==> src/rtl/amp_supervisor.sv <==
module amp_supervisor #(
  parameter int RETRY_CYCLES = 16
) (
  input  logic       clk,
  input  logic       rst_n,
  input  logic       run_req,
  input  logic       play_req,
  input  logic       flt_ovp,
  input  logic       flt_uvp,
  input  logic       flt_ocp,
  input  logic       flt_twarn,
  input  logic       flt_tsd,
  output logic       out_en,
  output logic       force_mute,
  output logic       power_down,
  output logic       diag_release,
  output logic [2:0] state_code
);
  localparam int NIN = 7;
  localparam int TW  = (RETRY_CYCLES < 2) ? 1 : $clog2(RETRY_CYCLES);
  localparam logic [TW-1:0] LAST = TW'(RETRY_CYCLES - 1);

  typedef enum logic [2:0] {
    ST_STBY = 3'd0, ST_MUTE = 3'd1, ST_PLAY = 3'd2, ST_WARN = 3'd3,
    ST_OCW  = 3'd4, ST_PROBE = 3'd5, ST_SUP = 3'd6, ST_TSD = 3'd7
  } st_t;

  logic [NIN-1:0] raw, meta, syn;
  assign raw = {flt_tsd, flt_ovp, flt_uvp, flt_ocp, flt_twarn, play_req, run_req};

  always_ff @(posedge clk or negedge rst_n)
    if (!rst_n) begin
      meta <= '0;
      syn  <= '0;
    end else begin
      meta <= raw;
      syn  <= meta;
    end

  wire s_run  = syn[0];
  wire s_play = syn[1];
  wire s_tw   = syn[2];
  wire s_oc   = syn[3];
  wire s_sup  = syn[4] | syn[5];
  wire s_tsd  = syn[6];

  st_t st, st_nx;
  logic [TW-1:0] cnt, cnt_nx;

  function automatic st_t user_or_warn(input logic oc, input logic tw, input logic play);
    if (oc)      return ST_OCW;
    else if (tw) return ST_WARN;
    else if (play) return ST_PLAY;
    else         return ST_MUTE;
  endfunction

  always_comb begin
    st_nx  = st;
    cnt_nx = '0;
    if (!s_run)
      st_nx = ST_STBY;
    else if (s_tsd)
      st_nx = ST_TSD;
    else if (s_sup)
      st_nx = ST_SUP;
    else if (st == ST_OCW) begin
      if (cnt == LAST) st_nx = ST_PROBE;
      else cnt_nx = cnt + 1'b1;
    end else
      st_nx = user_or_warn(s_oc, s_tw, s_play);
  end

  always_ff @(posedge clk or negedge rst_n)
    if (!rst_n) begin
      st  <= ST_STBY;
      cnt <= '0;
    end else begin
      st  <= st_nx;
      cnt <= cnt_nx;
    end

  assign state_code   = st;
  assign out_en       = (st == ST_MUTE) | (st == ST_PLAY) | (st == ST_WARN) | (st == ST_PROBE);
  assign force_mute   = (st == ST_MUTE) | (st == ST_WARN) | (st == ST_PROBE);
  assign power_down   = (st == ST_STBY);
  assign diag_release = st[2] | (st == ST_WARN);
endmodule

==> config.mk <==
export PLATFORM = sky130hd
export DESIGN_NAME = amp_supervisor
export DESIGN_NICKNAME = d
export VERILOG_FILES = /design/src/rtl/amp_supervisor.sv
export SDC_FILE = /design/constraint.sdc
export NUM_CORES = 1
export LEC_CHECK = 0
export BUFFER_PORTS_ARGS = -buffer_cell sky130_fd_sc_hd__clkbuf_2
export CORE_UTILIZATION = 49
export DETAILED_ROUTE_END_ITERATION = 12
export GPL_TIMING_DRIVEN = 0
export PLACE_DENSITY = 0.73
export SYNTH_ARGS = -nofsm -noshare
export SYNTH_HDL_FRONTEND = slang
export SYNTH_SLANG_ARGS = --single-unit
==> constraint.sdc <==
create_clock -name clk -period 1.3 [get_ports clk]
set_input_delay 0.26 -clock clk [delete_from_list [all_inputs] [get_ports clk]]
set_output_delay 0.26 -clock clk [all_outputs]
set_load 0.1 [all_outputs]
==> metrics.txt, run 1 <==
DRT Pass-1 Iters 3; slowest cell on the critical path dfrtp_4; WP buf/inv 1; DRC violations left 0; f_max 642 MHz; Max Transition Viols Final 0; die height 40.0 um; Critical Path Fanout Max 6; measured slew at the worst slew-check pin 500 ps; Mapped Cells 47; remaining antenna violation count 0; IO Pins 16; Clk Tree Root Cell clkbuf_4; critical-path cell list a21o_2 > clkbuf_16; Pwr Density 1210 nW/um^2; largest net degree at the start of global routing 22; RSZ-0062 raised after global routing yes; leading post-synthesis cells by instance count dfrtp_1, nor2_1, a21boi_0, a21oi_1; Core ar. 1320 sq um; CTS Buffer Depth 2; post-synth top area share 0.745; Rows 13; Req. time, crit path 1040 ps; Starting Density 0.536; # port buffers 15; Post-Syn Area per Cell 15.0 sq um; Final nets 84; worst min path class input port to flip-flop; cell family with the largest share of critical-path delay flip-flops; Final period util 1.20; number of global-route vias before repair 414; VDD IR max 838 uV; htree depth 1; Leakage 0.489 nW; Die Width 40.0 um; Distinct cells, synth 19; status finished with violations; antenna violations before repair 0; FF-to-FF Start state_code[1]; share of cells above drive strength 1 0.479; global-route wire length before repair 1.81 mm; area leader, netlist dfrtp_1; Worst Path Arrival 1300 ps; Setup CP Type flip-flop to output port; Final Core Density 0.812; gr usage total 0.190; global placement routability congestion 0.667; Area contributors post-synth dfrtp_1, a21boi_0, nor2_1; EDFF count, synth 0; most common cell in the netlist dfrtp_1; min-delay src flt_tsd; Num CTS Buffers 3; area of the mapped netlist 706 sq um; wire per inst 14.3 um; Sink Count 21; Initial DRC Count 4; post-route minimum period 1560 ps; CP Capture Type output port; Post-Route Skew 5.42 ps; Async SR Flop Fraction 1.00; Max-Cap Viols 0; Crit. Startpoint state_code[1]; Clk pin slew, worst setup/hold paths 110 ps; Via density 5.27; final setup fails 10; Main synth FF type dfrtp_1; Slew HR 0.666; kind of start point of the critical path flip-flop; n_diodes 0; slowest cell delay on critical path 570 ps; total routed wirelength 1.26 mm; P&R area growth vs syn 51.6%; final worst slack -257 ps; final hold slack 57.9 ps; failing checks negative setup slack; number of synthesized register bits 21; Remaining Overflow, GRT 0; Clock Latency Late Sink 300 ps; FILL cells 70; Ys Warns 0; sequential fraction of the synthesis area 0.745; Final Hold Vio Count 0; Mapped Nets 57; area of the die 1600 sq um; CTS tree done; via count 464
-- layer usage --
layer  global-route usage  vias to the layer above  part of all wire
li1                     -                      212                 -
met3               0.0500                        4             0.034
met5                    0                        -                 0
met4                0.103                        0             0.033
met1                0.229                      228              0.42
met2                0.310                       20              0.51
-- path summary, 6_finish.rpt --
| kind | endpoint | slack, ps | cells past startpoint |
|---|---|---|---|
| worst min register to register | syn[0] | 360 | 0 |
| min in group asynchronous | syn[6] | 440 | 2 |
| worst max-delay path | diag_release | -260 | 2 |
| max in group asynchronous | state_code[0] | 480 | 2 |
| worst max register to register | state_code[0] | -140 | 5 |
| worst min-delay path | meta[6] | 60 | 1 |
-- cell families (layout without fill, tap and decap cells) --
logic type	Yosys count	count (layout)	share of synthesized area
flops	21	21	0.745
compound gates	10	10	0.0957
xor+xnor	2	2	0.0248
simple gates	12	12	0.112
buf+inv	1	27	0.00531
fa+ha+maj	1	1	0.0177
-- placed cells by master, fill, tap and decap left out, drive strengths merged --
| cell type | instances |
|---|---|
| a31o | 1 |
| nand4 | 1 |
| o21ai | 1 |
| nand3 | 1 |
| clkinv | 1 |
| and3b | 1 |
| o2bb2ai | 1 |
| dlygate4sd3 | 1 |
| nor3 | 2 |
| xor2 | 1 |
| nor2 | 6 |
| nor2b | 1 |
| clkbuf | 17 |
| a21boi | 3 |
| inv | 1 |
| xnor2 | 1 |
| buf | 7 |
| a21oi | 3 |
| ha | 1 |
| a21o | 1 |
| dfrtp | 21 |
-- registers in the layout (all words and copies together), names as in the netlist --
register    count
meta            7
syn             7
cnt             4
state_code      3
-- worst register-to-register path, delay by kind of cell (launching register included) --
family | cells | cell delay (ps)
simple gates | 3 | 410
buf+inv | 1 | 130
compound gates | 1 | 230
flops | 1 | 570
-- metrics by stage --
| step | instance area (sq um) | cells | setup slack (ps) | setup TNS (ps) | power (W) |
|---|---|---|---|---|---|
| 2_1_floorplan | 752 | 47 | -437 | -1660 | 0.000873 |
| 3_3_place_gp | 846 | 77 | -194 | -728 | 0.000915 |
| 3_5_place_dp | 846 | 77 | -212 | -846 | 0.000921 |
| 4_1_cts | 1050 | 86 | -262 | -1490 | 0.00130 |
| 5_1_grt | 1070 | 88 | -317 | -1930 | 0.00135 |
| 6_report | 1070 | 88 | -257 | -1430 | 0.00130 |
-- cell type report --
| type | instances | area [sq um] | area share |
|---|---|---|---|
| clock inverter | 1 | 5.00 | 0.00468 |
| timing repair buffer | 22 | 258 | 0.241 |
| inverter | 1 | 3.75 | 0.00351 |
| tap | 15 | 18.8 | 0.0175 |
| clock buffer | 3 | 22.5 | 0.0211 |
| multi-input combinational | 25 | 225 | 0.211 |
| sequential | 21 | 537 | 0.502 |
-- where the power goes --
group          leakage, nW  internal (W)  switching (W)
Sequential           0.252      0.000685      0.0000332
Clock               0.0177      0.000115       0.000187
Combinational        0.219      0.000112       0.000166
-- repair_timing --
action | in CTS | in global routing
hold endpoints to repair | 21 | 0
pin swaps | 5 | 2
setup buffers | 4 | 3
hold buffers | 1 | 0
setup endpoints to repair | 10 | 11
resized for setup | 22 | 4
No activity file was read; power rests on OpenSTA's default activity.
==> run 2: changes to the inputs <==
--- a/config.mk
+++ b/config.mk
@@ -7,9 +7,11 @@
 export LEC_CHECK = 0
 export BUFFER_PORTS_ARGS = -buffer_cell sky130_fd_sc_hd__clkbuf_2
 export CORE_UTILIZATION = 49
+export CTS_CLUSTER_DIAMETER = 100
 export DETAILED_ROUTE_END_ITERATION = 12
 export GPL_TIMING_DRIVEN = 0
 export PLACE_DENSITY = 0.73
+export SETUP_SLACK_MARGIN = 0.05
 export SYNTH_ARGS = -nofsm -noshare
 export SYNTH_HDL_FRONTEND = slang
 export SYNTH_SLANG_ARGS = --single-unit
==> run 2 against run 1 <==
  * The flow still finishes with violations (negative setup slack)
  * Final cell count stayed put
  * Register-to-register slack hardly changed
  * Sequential share of layout area decreased by 0.29 points
  * Maximum frequency is essentially flat
  * Final area increased by 0.58%
  * Power up 0.30%
  * Utilization rose by 0.47 points
  * Clock skew hardly changed
  * Global-route usage rose by 0.12 points
  * First-iteration DRC count fell by 25%
  * Worst setup slack is essentially flat
==> metrics.txt, run 2 (synthesis gave the netlist of run 1 again) <==
status finished with violations; failing checks negative setup slack; Req. time, crit path 1040 ps (about the same); critical-path cell list nor2_4 > a21oi_4 > clkbuf_16; IO Pins 16 (unchanged); wire per inst 13.9 um (-2.8%); Post-Route Skew 5.32 ps (-0.0955 ps); Rows 13 (unchanged); largest registers meta (7), syn (7), cnt (4); Core ar. 1320 sq um (unchanged); share of cells above drive strength 1 0.507 (+0.0274); final setup fails 10 (unchanged); Final Core Density 0.817 (+0.00475); Clk Tree Root Cell clkbuf_4; Die Width 40.0 um (unchanged); Flop pwr share 0.552 (about the same); WHS Path Cells 1 (unchanged); cell family with the largest share of critical-path delay flip-flops; gr usage total 0.191 (+0.00121); total routed wirelength 1.22 mm (-2.8%); Pwr Density 1210 nW/um^2 (-0.28%); Max Transition Viols Final 0 (unchanged); DRC violations left 0 (unchanged); n_diodes 0 (unchanged); Leakage 0.489 nW (about the same); kind of start point of the critical path flip-flop; WP buf/inv 1 (unchanged); antenna violations before repair 0 (unchanged); final instance area 1080 sq um (+0.58%); htree depth 1 (unchanged); # port buffers 15 (unchanged); Final nets 84 (unchanged); switching power total 0.000389 W (+0.85%); worst min path class input port to flip-flop; Initial DRC Count 3 (-1); P&R area growth vs syn 52.5%; Clock Latency Late Sink 300 ps (about the same); Final period util 1.20 (about the same); Slew HR 0.667 (+0.000928); Sink Count 21 (unchanged); slowest cell delay on critical path 570 ps (about the same); commonest non-fill, non-tap cells in the layout dfrtp_1, clkbuf_2, clkbuf_16, buf_4, nor2_1; clock share of power 0.233 (about the same); f_max 642 MHz (about the same); global-route wire length before repair 1.83 mm (+0.77%); commonest non-fill, non-tap cell in the layout dfrtp_1; FF-to-FF path depth 5 (unchanged); Via density 5.10 (-3.2%); Setup TNS Final -1430 ps (-0.570 ps); Num CTS Buffers 3 (unchanged); via count 449 (-3.2%); switching share of power 0.299 (+0.00162); Worst path depth 3 (+1); area of the die 1600 sq um (unchanged); measured slew at the worst slew-check pin 499 ps (-1.39 ps); final worst slack -257 ps (-0.146 ps); Worst Path Arrival 1300 ps (about the same); Critical Path Fanout Max 6 (unchanged); VDD IR max 811 uV (-3.3%); remaining antenna violation count 0 (unchanged); Clk pin slew, worst setup/hold paths 110 ps (about the same); CP Capture Type output port; post-route minimum period 1560 ps (+0.146 ps); Starting Density 0.536 (unchanged); FILL cells 63 (-10%); CTS tree done; DRT Pass-1 Iters 4 (+1); Final Hold Vio Count 0 (unchanged); Max-Cap Viols 0 (unchanged); Logic pwr share 0.215 (about the same); internal power 0.000912 W (about the same); number of global-route vias before repair 415 (+0.24%); Remaining Overflow, GRT 0 (unchanged); CTS Buffer Depth 2 (unchanged); RSZ-0062 raised after global routing yes; largest net degree at the start of global routing 22 (unchanged); slowest cell on the critical path dfrtp_4; dpl cell area 846 sq um (unchanged); Setup CP Type flip-flop to output port; die height 40.0 um (unchanged); global placement routability congestion 0.667 (unchanged)
==> run 2: cell counts in the layout (fill, tap and decap cells not counted) <==
Identical to the previous run, type by type.
==> run 2: metal layers <==
layer / GRT usage / vias up / routed length, um
li1: - / 212 / -
met1: 0.233 / 221 / 518
met2: 0.310 / 16 / 666
met3: 0.0500 / 0 / 37
met4: 0.103 / 0 / 0
met5: 0 / - / 0
==> run 2: path summary, 6_finish.rpt <==
check	end	from	slack (ps)
setup reg to reg	state_code[0]	state_code[1]	-140
setup / recovery	out_en	state_code[1]	-260
hold reg to reg	syn[0]	meta[0]	360
max in group asynchronous	state_code[0]	rst_n	480
min in group asynchronous	meta[5]	rst_n	440
hold / removal	meta[6]	flt_tsd	60
==> run 2: final cells by class <==
class	count	area (sq um)	area share
inverters	1	3.75	0.00349
repair buffers	22	258	0.240
flip-flops and latches	21	537	0.499
well taps	15	18.8	0.0174
multi-input cells	25	231	0.215
clock buffers	3	22.5	0.0209
clock inverters	1	5.00	0.00465
==> run 2: power by group through the flow <==
| stage | logic [W] | registers [W] | clock network, W |
|---|---|---|---|
| after floorplan | 0.000106 | 0.000768 | 0 |
| after global placement | 0.000189 | 0.000726 | 0 |
| after detailed placement | 0.000192 | 0.000729 | 0 |
| after CTS | 0.000270 | 0.000716 | 0.000317 |
| after global routing | 0.000292 | 0.000724 | 0.000348 |
| final | 0.000279 | 0.000719 | 0.000304 |
==> run 2: metrics by stage <==
step                hold slack, ps  total power [W]  setup WS, ps  cells
finish                        56.6          0.00130          -257     88
CTS                           44.1          0.00130          -262     86
detailed placement             242         0.000921          -212     77
global placement               235         0.000915          -194     77
global route                  35.1          0.00136          -325     88
floorplan                    -35.6         0.000873          -437     47
==> run 2: repair_timing <==
| action | in CTS | in global routing |
|---|---|---|
| setup endpoints to repair | 11 | 11 |
| pin swaps | 5 | 3 |
| buffers inserted | 4 | 3 |
| hold buffers | 1 | 0 |
| resized for setup | 23 | 5 |
| hold endpoints to repair | 21 | 0 |
